`src/rtl/cbc_pkg.sv`:
```
package cbc_pkg;

    typedef enum logic [2:0] {
        KIND_FIXED     = 3'd0,
        KIND_LOW5_KEEP = 3'd1,
        KIND_LOCKED_B  = 3'd2,
        KIND_LOW7_NZ   = 3'd3,
        KIND_LOCKED_D  = 3'd4,
        KIND_LOW7_RAW  = 3'd5
    } bank_kind_e;

    function automatic logic kind_is_inert(bank_kind_e k);
        return (k == KIND_FIXED) || (k == KIND_LOCKED_B) || (k == KIND_LOCKED_D);
    endfunction

endpackage

```
`src/rtl/cbc_kind_decode.sv`:
```
module cbc_kind_decode
    import cbc_pkg::*;
#(
    parameter int CODE_W = 8
) (
    input  logic [CODE_W-1:0] code,
    output bank_kind_e        kind
);

    always_comb begin
        unique case (code)
            8'h00, 8'h08, 8'h09:                      kind = KIND_FIXED;
            8'h01, 8'h02, 8'h03:                      kind = KIND_LOW5_KEEP;
            8'h05, 8'h06:                             kind = KIND_LOCKED_B;
            8'h0F, 8'h10, 8'h11, 8'h12, 8'h13:        kind = KIND_LOW7_NZ;
            8'h15, 8'h16, 8'h17:                      kind = KIND_LOCKED_D;
            default:                                  kind = KIND_LOW7_RAW;
        endcase
    end

endmodule

```
`src/rtl/cbc_bank_calc.sv`:
```
module cbc_bank_calc
    import cbc_pkg::*;
#(
    parameter int DATA_W   = 8,
    parameter int BANK_W   = 7,
    parameter int NARROW_W = 5,
    parameter int SIZE_W   = 3
) (
    input  bank_kind_e        kind,
    input  logic [BANK_W-1:0] cur_bank,
    input  logic [DATA_W-1:0] data,
    input  logic [SIZE_W-1:0] size_log2,
    output logic [BANK_W-1:0] req_bank,
    output logic              accept
);

    localparam int KEEP_W = BANK_W - NARROW_W;

    logic [BANK_W-1:0]   narrow_val;
    logic [BANK_W-1:0]   wide_val;
    logic [BANK_W-1:0]   keep_bits;
    logic                fits;
    logic                unused_hi;

    assign unused_hi = ^data[DATA_W-1:BANK_W];

    always_comb begin
        narrow_val = {{KEEP_W{1'b0}}, data[NARROW_W-1:0]};
        if (narrow_val == '0) begin
            narrow_val = {{(BANK_W-1){1'b0}}, 1'b1};
        end
        keep_bits = {cur_bank[BANK_W-1:NARROW_W], {NARROW_W{1'b0}}};
        wide_val  = data[BANK_W-1:0];
    end

    always_comb begin
        req_bank = cur_bank;
        unique case (kind)
            KIND_LOW5_KEEP: req_bank = narrow_val | keep_bits;
            KIND_LOW7_NZ:   req_bank = (wide_val == '0) ? {{(BANK_W-1){1'b0}}, 1'b1} : wide_val;
            KIND_LOW7_RAW:  req_bank = wide_val;
            default:        req_bank = cur_bank;
        endcase
    end

    assign fits   = ((req_bank >> size_log2) == '0);
    assign accept = !kind_is_inert(kind) && fits;

endmodule

```
`src/rtl/cbc_addr_map.sv`:
```
module cbc_addr_map #(
    parameter int ADDR_W = 16,
    parameter int BANK_W = 7,
    parameter int WIN_W  = 14
) (
    input  logic [ADDR_W-1:0]       rd_addr,
    input  logic [BANK_W-1:0]       bank,
    output logic [BANK_W+WIN_W-1:0] rom_addr,
    output logic                    rom_sel
);

    logic [ADDR_W-WIN_W-1:0] region;

    assign region = rd_addr[ADDR_W-1:WIN_W];

    always_comb begin
        rom_addr = '0;
        rom_sel  = 1'b0;
        if (region == 'd0) begin
            rom_addr = {{BANK_W{1'b0}}, rd_addr[WIN_W-1:0]};
            rom_sel  = 1'b1;
        end else if (region == 'd1) begin
            rom_addr = {bank, rd_addr[WIN_W-1:0]};
            rom_sel  = 1'b1;
        end
    end

endmodule

```
`src/rtl/cart_bank_ctrl.sv`:
```
module cart_bank_ctrl
    import cbc_pkg::*;
#(
    parameter int ADDR_W   = 16,
    parameter int DATA_W   = 8,
    parameter int CODE_W   = 8,
    parameter int BANK_W   = 7,
    parameter int NARROW_W = 5,
    parameter int WIN_W    = 14,
    parameter int SEL_W    = 3,
    parameter int SEL_CMD  = 1,
    localparam int SIZE_W  = $clog2(BANK_W + 1),
    localparam int ROM_AW  = BANK_W + WIN_W
) (
    input  logic              clk,
    input  logic              rst_n,
    input  logic [CODE_W-1:0] type_code,
    input  logic [SIZE_W-1:0] size_log2,
    input  logic              wr_en,
    input  logic [ADDR_W-1:0] wr_addr,
    input  logic [DATA_W-1:0] wr_data,
    input  logic [ADDR_W-1:0] rd_addr,
    output logic [ROM_AW-1:0] rom_addr,
    output logic              rom_sel
);

    typedef struct packed {
        bank_kind_e        kind;
        logic [BANK_W-1:0] bank;
    } ctrl_state_t;

    ctrl_state_t       state_d, state_q;
    bank_kind_e        dec_kind;
    logic [BANK_W-1:0] req_bank;
    logic              accept;
    logic              cmd_hit;
    logic              unused_wr_low;

    assign unused_wr_low = ^wr_addr[ADDR_W-SEL_W-1:0];

    cbc_kind_decode #(.CODE_W(CODE_W)) u_decode (
        .code (type_code),
        .kind (dec_kind)
    );

    cbc_bank_calc #(
        .DATA_W   (DATA_W),
        .BANK_W   (BANK_W),
        .NARROW_W (NARROW_W),
        .SIZE_W   (SIZE_W)
    ) u_calc (
        .kind      (state_q.kind),
        .cur_bank  (state_q.bank),
        .data      (wr_data),
        .size_log2 (size_log2),
        .req_bank  (req_bank),
        .accept    (accept)
    );

    cbc_addr_map #(
        .ADDR_W (ADDR_W),
        .BANK_W (BANK_W),
        .WIN_W  (WIN_W)
    ) u_map (
        .rd_addr  (rd_addr),
        .bank     (state_q.bank),
        .rom_addr (rom_addr),
        .rom_sel  (rom_sel)
    );

    assign cmd_hit = wr_en && (wr_addr[ADDR_W-1 -: SEL_W] == SEL_W'(SEL_CMD));

    always_comb begin
        state_d = state_q;
        if (!rst_n) begin
            state_d.kind = dec_kind;
            state_d.bank = {{(BANK_W-1){1'b0}}, 1'b1};
        end else if (cmd_hit && accept) begin
            state_d.bank = req_bank;
        end
    end

    always_ff @(posedge clk) begin
        state_q <= state_d;
    end

endmodule

```
`config.mk`:
```
export PLATFORM = sky130hd
export DESIGN_NAME = cart_bank_ctrl
export DESIGN_NICKNAME = d
export VERILOG_FILES = /design/src/rtl/cbc_pkg.sv /design/src/rtl/cbc_kind_decode.sv /design/src/rtl/cbc_bank_calc.sv /design/src/rtl/cbc_addr_map.sv /design/src/rtl/cart_bank_ctrl.sv
export SDC_FILE = /design/constraint.sdc
export NUM_CORES = 1
export LEC_CHECK = 0
export ABC_AREA = 1
export BUFFER_PORTS_ARGS = -buffer_cell sky130_fd_sc_hd__buf_2
export CORE_UTILIZATION = 30
export DETAILED_ROUTE_END_ITERATION = 16
export PLACE_DENSITY = 0.68
export SLEW_MARGIN = 25
export SYNTH_ARGS = -nofsm -noshare
export SYNTH_HDL_FRONTEND = slang
export SYNTH_SLANG_ARGS = --single-unit
```
`constraint.sdc`:
```
create_clock -name clk -period 2.2 [get_ports clk]
set_input_delay 0.44 -clock clk [delete_from_list [all_inputs] [get_ports clk]]
set_output_delay 0.44 -clock clk [all_outputs]
set_load 0.05 [all_outputs]
```
==> run summary, run 1 <==
Post-Syn Instances: 182
Final core utilization: 42.7%
Resized cells post-CTS: 0
Non-Filler Instances: 290
Reg2reg path depth: 11
Die area: 0.00377 mm^2
CP startpoint kind: input pin
Yosys cell types: 24
DR vias: 1258
Cell mode on critical path: buf_2
Wire per inst: 8.93 um
Status: completed
Yosys top cell area share: 14.2%
GRT met3 Usage: 2.31%
IR drop worst, VDD: 238 uV
Maximum capacitance violations: 0
Hold crit path type: input pin to flop
Multi-input gate area: 619 um^2
Post-Route WL: 2.59 mm
Async set-or-reset flop fraction in the synthesized netlist: 0%
Clk_skew: 8.80 ps
Final #Nets: 301
Post-Place Cells: 286
Largest register FFs: 10
# rows: 21
Routability-driven placement congestion ratio: 0.890
CTS Buffer Depth: 2
Vias/cell: 4.34
Ranking of synthesized cells by area: inv_1, nor2_1, dfxtp_1
Sum of negative setup slack: 0 ps
First-pass GRT wire length: 4.02 mm
DRC violations left: 0
Sequential Area: 230 um^2
DRT antenna net count: 0
CTS tree: built
Synthesized area: 0.00106 mm^2
Hold Buf Count CTS: 0
Syn_nets: 238
Share of cells above drive strength 1: 32.4%
Power Density: 420 mW/mm^2
Hpwl dp: 2.17 mm
GR Util met1: 18.6%
Slew headroom: 78.8%
Die width: 61.4 um
GRT Resource Usage Total: 14.1%
Core Box Area: 0.00336 mm^2
Critical Path AT: 1340 ps
Crit path largest cell delay: 270 ps
# H-tree levels: 1
Largest Register: state_q
Initial antenna violation count: 0
Setup violators final: 0
Seq cells post-synth: 10
Largest net degree at the start of global routing: 16
GRT busiest layer: met2
Root Driver: clkbuf_4
Register area share after synthesis: 21.7%
Mean Syn Cell Area: 5.82 um^2
Worst-path clk slew: 70 ps
Met2 usage: 23.4%
Setup crit end kind: primary output
Router iterations before antenna repair: 4
Data required, critical path: 1760 ps
WHS Path Cells: 2
Clock latency on the worst-skew pair: 270 ps
Final min period: 1780 ps
Post-CTS Setup Bufs: 0
Fillers: 407
Type of the worst setup path: input pin to primary output
Clock Sinks: 10
RSZ-0062 raised after global routing: false
EDFF count, synth: 3
Max Slew Vio Count: 0
Crit path cell chain: buf_2 > inv_1 > nand2_1 > nor2_1 > buf_2
Crit-path max FO: 15
Die H: 61.4 um
IO buf count: 61
Top_reg_cell synth: dfxtp_1
Fin. Hold Viols: 0
Cts bufs inserted: 3
Area leader, netlist: inv_1
P&R area growth vs syn: 35.8%
YS warnings: 0
Ports: 76
Vias in the first global route: 1016
Grt ovf: 0
DRT iter0 DRCs: 35
Crit path max-delay cell type: buf_2
Initial Util: 31.5%
Fmax: 562 MHz
Worst Max-Slew Pin Slew: 317 ps
P_leak: 0.875 nW
Antenna diode count: 0
Regs by FF count: state_q (10)
Tcrit/Tclk final: 80.9%
Synth cell count leaders: inv_1, nor2_1, nand2_1, nand3_1, a21oi_1
critical path, delay by kind of cell:
| kind | cells | cell delay (ps) |
|---|---|---|
| buf+inv | 3 | 540 |
| simple gates | 2 | 350 |
path summary, 6_finish.rpt:
check / from / end / slack [ps]
setup / recovery: rd_addr[15] / rom_addr[17] / 420
hold / removal: rst_n / state_q[0] / 440
setup reg to reg: state_q[7] / state_q[6] / 480
hold reg to reg: state_q[4] / state_q[4] / 480
layout make-up:
| cell class | instances | area share (%) |
|---|---|---|
| clock buffer | 4 | 2.52 |
| inverter | 43 | 13.1 |
| multi-input combinational | 126 | 43.1 |
| sequential | 10 | 16.0 |
| tap | 46 | 4.00 |
| timing repair buffer | 61 | 21.2 |
stage by stage:
stage	hold WS, ps	worst slack (ps)	instance area, um^2	power, W
3_3_place_gp	465	430	1400	0.000441
3_5_place_dp	472	415	1400	0.000443
2_1_floorplan	450	89.1	1060	0.000371
6_report	440	419	1440	0.000603
4_1_cts	436	413	1440	0.000610
5_1_grt	444	313	1440	0.000641
cells in the final DEF, fill, tap and decap left out:
master / count
buf_2: 61
inv_1: 40
nor2_1: 40
nand2_1: 31
nand3_1: 18
a21oi_1: 8
dfxtp_1: 7
nand4_1: 6
o21ai_0: 4
nand2_2: 3
nand2_4: 3
o21ai_2: 3
clkbuf_4: 3
edfxtp_1: 3
nor3_1: 2
bufinv_8: 2
o21ai_1: 2
ha_1: 2
a21boi_0: 1
o31ai_1: 1
inv_2: 1
nand3_2: 1
a21oi_4: 1
clkbuf_8: 1
cells by family after synthesis:
group                      count (synthesis)  share of synthesized area [%]
and+or+nand+nor                          104                           44.1
buffers and inverters                     46                           19.7
adders and majority gates                  2                           2.36
AOI/OAI and AO/OA                         20                           12.1
DFF                                       10                           21.7
routing by layer:
metal	share of wire, %	vias to the layer above
met2	47	25
met1	47	537
li1	-	691
met3	4.6	5
met5	0	-
met4	0.89	0
power by group:
part	switching (W)	internal [W]	leakage, nW
registers	0.00000749	0.000196	0.0862
clock network	0.0000639	0.000100	0.0210
logic	0.000159	0.0000768	0.768
total	0.000230	0.000373	0.875
Power figures use the tool's default switching activity.
==> run 2: changes to the inputs <==
--- a/config.mk
+++ b/config.mk
@@ -9,7 +9,7 @@
 export BUFFER_PORTS_ARGS = -buffer_cell sky130_fd_sc_hd__buf_2
 export CORE_UTILIZATION = 30
 export DETAILED_ROUTE_END_ITERATION = 16
-export PLACE_DENSITY = 0.68
+export PLACE_DENSITY = 0.7
 export SLEW_MARGIN = 25
 export SYNTH_ARGS = -nofsm -noshare
 export SYNTH_HDL_FRONTEND = slang
==> constraint.sdc (replaced) <==
create_clock -name clk -period 1.5 [get_ports clk]
set_input_delay 0.3 -clock clk [delete_from_list [all_inputs] [get_ports clk]]
set_output_delay 0.3 -clock clk [all_outputs]
set_load 0.05 [all_outputs]
==> run summary, run 2 (synthesis gave the netlist of run 1 again) <==
Status: finished with violations
Failing checks: setup timing
Worst-path clk slew: 60 ps
Fmax: 581 MHz
CP startpoint kind: flop
Clock latency on the worst-skew pair: 260 ps
Post-Route WL: 2.94 mm
Crit path max-delay cell type: edfxtp_1
Share of cells above drive strength 1: 47.0%
Max Slew Vio Count: 0
Crit path largest cell delay: 510 ps
Routability-driven placement congestion ratio: 0.885
Hold Buf Count CTS: 0
Initial antenna violation count: 0
Tcrit/Tclk final: 115%
Final min period: 1720 ps
Largest net degree at the start of global routing: 15
Clk_skew: 1.17 ps
DRT iter0 DRCs: 55
IR drop worst, VDD: 298 uV
Min-delay src: rst_n
Die H: 61.4 um
Largest Register: state_q
Initial Util: 31.5%
Cts bufs inserted: 3
Grt ovf: 0
GRT Resource Usage Total: 14.7%
Fin. Hold Viols: 0
Type of the worst setup path: flop to flop
Crit path cell chain: buf_6 > nor2_4 > nand2_2 > nor2_1 > nor2_1 > nand3_1 > nand2_1 > nand2_2 > nand2_2 > a21oi_1 > nor2_1
Data required, critical path: 1650 ps
Worst setup margin: -220 ps
# rows: 21
Source of the worst register-to-register timing path: state_q[9]
CP startpoint: state_q[9]
Die area: 0.00377 mm^2
Regs by FF count: state_q (10)
DRT antenna net count: 0
DR vias: 1356
Die width: 61.4 um
Hold slack: 307 ps
Final #Nets: 321
Root Driver: clkbuf_4
Hpwl dp: 2.13 mm
IO buf count: 61
Commonest non-fill, non-tap cell in the layout: buf_2
Maximum capacitance violations: 0
Antenna diode count: 0
Crit-path max FO: 5
Worst Max-Slew Pin Slew: 413 ps
CTS tree: built
Hold crit path type: input pin to flop
Wire per inst: 9.47 um
Clock Sinks: 10
Final core utilization: 52.1%
Vias in the first global route: 1024
# H-tree levels: 1
Ports: 76
DRC violations left: 0
Router iterations before antenna repair: 4
Core Box Area: 0.00336 mm^2
Slew headroom: 72.4%
RSZ-0062 raised after global routing: true
P&R area growth vs syn: 65.5%
Largest register FFs: 10
Setup violators final: 7
Vias/cell: 4.37
Critical Path AT: 1870 ps
Most frequent cells in the layout: buf_2, inv_1, nor2_1
P_leak: 0.979 nW
Setup crit end kind: flop
CTS Buffer Depth: 2
Power Density: 544 mW/mm^2
First-pass GRT wire length: 4.18 mm
## run 2: cell types whose count changed in the layout (fill, tap and decap cells not counted), sizes merged
cell / delta
nand2: +1
buf: +19
inv: -1
clkinvlp: +1
## run 2: cell type report
| cell class | instances | area [um^2] |
|---|---|---|
| fill | 351 | 1610 |
| inverter | 43 | 193 |
| multi-input combinational | 127 | 785 |
| timing repair buffer | 80 | 460 |
| clock buffer | 4 | 26.3 |
| tap | 46 | 57.6 |
| sequential | 10 | 230 |
## run 2: power breakdown
| group | internal [W] | switching (W) | leakage, nW |
|---|---|---|---|
| Clock | 0.000103 | 0.0000875 | 0.0150 |
| Combinational | 0.000177 | 0.000290 | 0.878 |
| Sequential | 0.000287 | 0.00000918 | 0.0862 |
| Total | 0.000567 | 0.000386 | 0.979 |
## run 2: final timing paths
kind | to | slack [ps] | cells after the start
min | state_q[0] | 310 | 2
min reg2reg | state_q[4] | 480 | 2
max reg2reg | state_q[2] | -220 | 11
max | state_q[2] | -220 | 11
## run 2: per-layer routing
| layer | vias to the layer above | part of all wire, % | GRT usage (%) | routed length (um) |
|---|---|---|---|---|
| met2 | 48 | 45 | 23.1 | 1330 |
| met1 | 574 | 47 | 21.0 | 1370 |
| met5 | - | 0 | 0 | 0 |
| met3 | 2 | 7.5 | 1.47 | 219 |
| li1 | 732 | - | - | - |
| met4 | 0 | 0.65 | 4.76 | 19 |
## run 2: timing repair
action / 4_1_cts / 5_1_grt
buffers inserted: 5 / 2
endpoints found under the setup margin: 7 / 7
resized for setup: 7 / 17
gates cloned: 1 / 0
pin swaps: 5 / 4
## run 2: through the flow
stage          setup slack (ps)  area (um^2)  TNS [ps]  std cells  power, W
2_1_floorplan             0.236         1130         0        182  0.000560
3_3_place_gp               -174         1560     -1130        298  0.000694
3_5_place_dp               -195         1560     -1230        298  0.000697
4_1_cts                    -134         1670      -819        308  0.000922
5_1_grt                    -312         1750     -2010        310   0.00102
6_report                   -220         1750     -1380        310  0.000954
## run 2: worst max-delay path, delay by kind of cell (launching register included)
kind                   cells  cell delay (ps)
flip-flops                 1              510
AND/OR/NAND/NOR            9              780
AO/OA/AOI/OAI              1              150
buffers and inverters      1              180
==> run 3: changes to the inputs <==
--- a/config.mk
+++ b/config.mk
@@ -9,8 +9,9 @@
 export BUFFER_PORTS_ARGS = -buffer_cell sky130_fd_sc_hd__buf_2
 export CORE_UTILIZATION = 30
 export DETAILED_ROUTE_END_ITERATION = 16
-export PLACE_DENSITY = 0.7
+export HOLD_SLACK_MARGIN = 0.1
 export SLEW_MARGIN = 25
 export SYNTH_ARGS = -nofsm -noshare
 export SYNTH_HDL_FRONTEND = slang
+export SYNTH_HIERARCHICAL = 1
 export SYNTH_SLANG_ARGS = --single-unit
==> run summary, run 3 <==
Status: finished with violations
Failing checks: setup timing
# rows: 21
Commonest non-fill, non-tap cell in the layout: buf_2
Worst setup margin: -339 ps
CTS tree: built
Fmax: 544 MHz
Final #Nets: 335
Maximum capacitance violations: 0
Reg2reg path depth: 13
Slew headroom: 77.6%
R2R setup slack: -340 ps
Post-Syn Instances: 198
Ranking of synthesized cells by area: inv_1, nor2_1, dfxtp_1
Share of cells above drive strength 1: 41.0%
Min-delay src: rst_n
Hold crit path type: input pin to flop
Die H: 62.3 um
DRC violations left: 0
Worst Max-Slew Pin Slew: 336 ps
WHS Path Cells: 2
Root Driver: clkbuf_4
Area leader, netlist: inv_1
Critical Path AT: 1980 ps
Reg2reg end: state_q[0]
Multiplexer share of the synthesized area: 0%
Xor/xnor share of the synthesized area: 0%
Adder and majority cell fraction of the synthesized area: 2.29%
Seq cells post-synth: 10
Largest register FFs: 10
IO buf count: 61
Clock Sinks: 10
GRT Resource Usage Total: 15.0%
Largest Register: state_q
Synthesized area: 0.00109 mm^2
Initial antenna violation count: 0
Clock latency on the worst-skew pair: 260 ps
DRT antenna net count: 0
Post-route cell area: 0.00164 mm^2
Initial Util: 31.9%
Hold slack: 305 ps
Top_reg_cell synth: dfxtp_1
Async set-or-reset flop fraction in the synthesized netlist: 0%
Data required, critical path: 1640 ps
Hold Buf Count CTS: 0
Mean Syn Cell Area: 5.51 um^2
Crit-path max FO: 14
Multi-input gate area: 638 um^2
DP Area: 0.00159 mm^2
Cts bufs inserted: 3
Antenna diode count: 0
Die width: 62.3 um
IR drop worst, VDD: 321 uV
Placement Setup Slack: -410 ps
Source of the worst register-to-register timing path: state_q[7]
Core Box Area: 0.00342 mm^2
Largest net degree at the start of global routing: 15
# H-tree levels: 1
DR vias: 1294
Router iterations before antenna repair: 4
Largest family of logic cells by synthesized area: simple AND/OR/NAND/NOR gates
Register area share after synthesis: 21.1%
Type of the worst setup path: flop to flop
Tcrit/Tclk final: 123%
Yosys cell types: 26
Vias in the first global route: 1159
Clk_skew: 5.04 ps
Routability-driven placement congestion ratio: 0.930
RSZ-0062 raised after global routing: true
First-pass GRT wire length: 4.81 mm
Yosys top cell area share: 18.6%
Fin. Hold Viols: 0
Final min period: 1840 ps
Post-Route WL: 2.82 mm
Synth Area in Compound Gates: 6.77%
Syn_nets: 254
CTS Buffer Depth: 2
P_leak: 1.01 nW
Die area: 0.00388 mm^2
Setup violators final: 7
Ports: 76
Most frequent cells in the layout: buf_2, inv_1, nand2_1
CP startpoint kind: flop
Simple-gate area share of the yosys netlist: 45.6%
Worst-path clk slew: 70 ps
Wire per inst: 8.69 um
Synth cell count leaders: inv_1, nor2_1, nand2_1, nand3_1
DRT iter0 DRCs: 27
EDFF count, synth: 3
Top-count cell post-synth: inv_1
Regs by FF count: state_q (10)
Min-Delay Endpoint: state_q[0]
Setup crit end kind: flop
Max Slew Vio Count: 0
YS warnings: 6
P&R area growth vs syn: 50.7%
Fillers: 398
Hpwl dp: 2.31 mm
Grt ovf: 0
Sequential Area: 230 um^2
Vias/cell: 3.99
Power Density: 546 mW/mm^2
run 3: metal layers:
layer / vias up / global-route usage (%) / wire (um)
met5: - / 0 / 0
met4: 0 / 4.36 / 20
met3: 2 / 1.84 / 154
met2: 36 / 26.1 / 1220
met1: 523 / 19.4 / 1420
li1: 733 / - / -
run 3: kinds of logic (layout without fill, tap and decap cells):
| kind of cell | count (synthesis) | after routing |
|---|---|---|
| and+or+nand+nor | 109 | 109 |
| DFF | 10 | 10 |
| AOI/OAI and AO/OA | 13 | 13 |
| buffers and inverters | 64 | 144 |
| adders and majority gates | 2 | 2 |
run 3: where the power goes:
group / switching, W / internal [W] / total, W / leakage [nW]
Sequential: 0.0000118 / 0.000287 / 0.000299 / 0.0861
Clock: 0.0000913 / 0.000103 / 0.000194 / 0.0150
Combinational: 0.000250 / 0.000154 / 0.000404 / 0.911
run 3: stage by stage:
| stage | TNS (ps) | total power (W) | std cells | utilization (%) |
|---|---|---|---|---|
| final | -2300 | 0.000897 | 324 | 48.1 |
| after global routing | -3190 | 0.000966 | 324 | 48.1 |
| after CTS | -2110 | 0.000909 | 324 | 48.0 |
| after detailed placement | -2840 | 0.000700 | 319 | 46.4 |
| after global placement | -2600 | 0.000700 | 319 | 46.4 |
| after floorplan | -799 | 0.000560 | 198 | - |
run 3: final cells by class:
| type | count | area share, % |
|---|---|---|
| well taps | 46 | 3.50 |
| clock buffers | 4 | 1.60 |
| multi-input cells | 124 | 38.8 |
| repair buffers | 81 | 28.6 |
| flip-flops and latches | 10 | 14.0 |
| inverters | 59 | 13.5 |
run 3: what timing repair did:
action / CTS / global route
gates resized for setup: 3 / 2
setup buffers: 1 / 0
pin swaps: 2 / 1
setup endpoints to repair: 7 / 8
endpoints found under the hold margin: 0 / 0
run 3: worst max-delay path by stage:
stage	slack, ps	end	start	cells after the start
final	-340	state_q[0]	state_q[7]	13
after global routing	-480	state_q[2]	state_q[7]	13
after CTS	-310	state_q[0]	state_q[7]	13
after detailed placement	-410	state_q[5]	state_q[7]	12
after global placement	-380	state_q[0]	state_q[9]	12
after floorplan	-170	state_q[0]	state_q[9]	13
run 3: worst max-delay path, stage by stage, from the launching register on:
cell	delay [ps]
edfxtp_1	540
nand2_4	170
nand2_1	80
nand2_2	90
nand2_1	60
a21oi_1	110
nand2_1	80
a21oi_2	130
nand2_2	70
nor2_4	100
buf_12	140
nand2_1	50
nand2_1	50
nand3_1	50
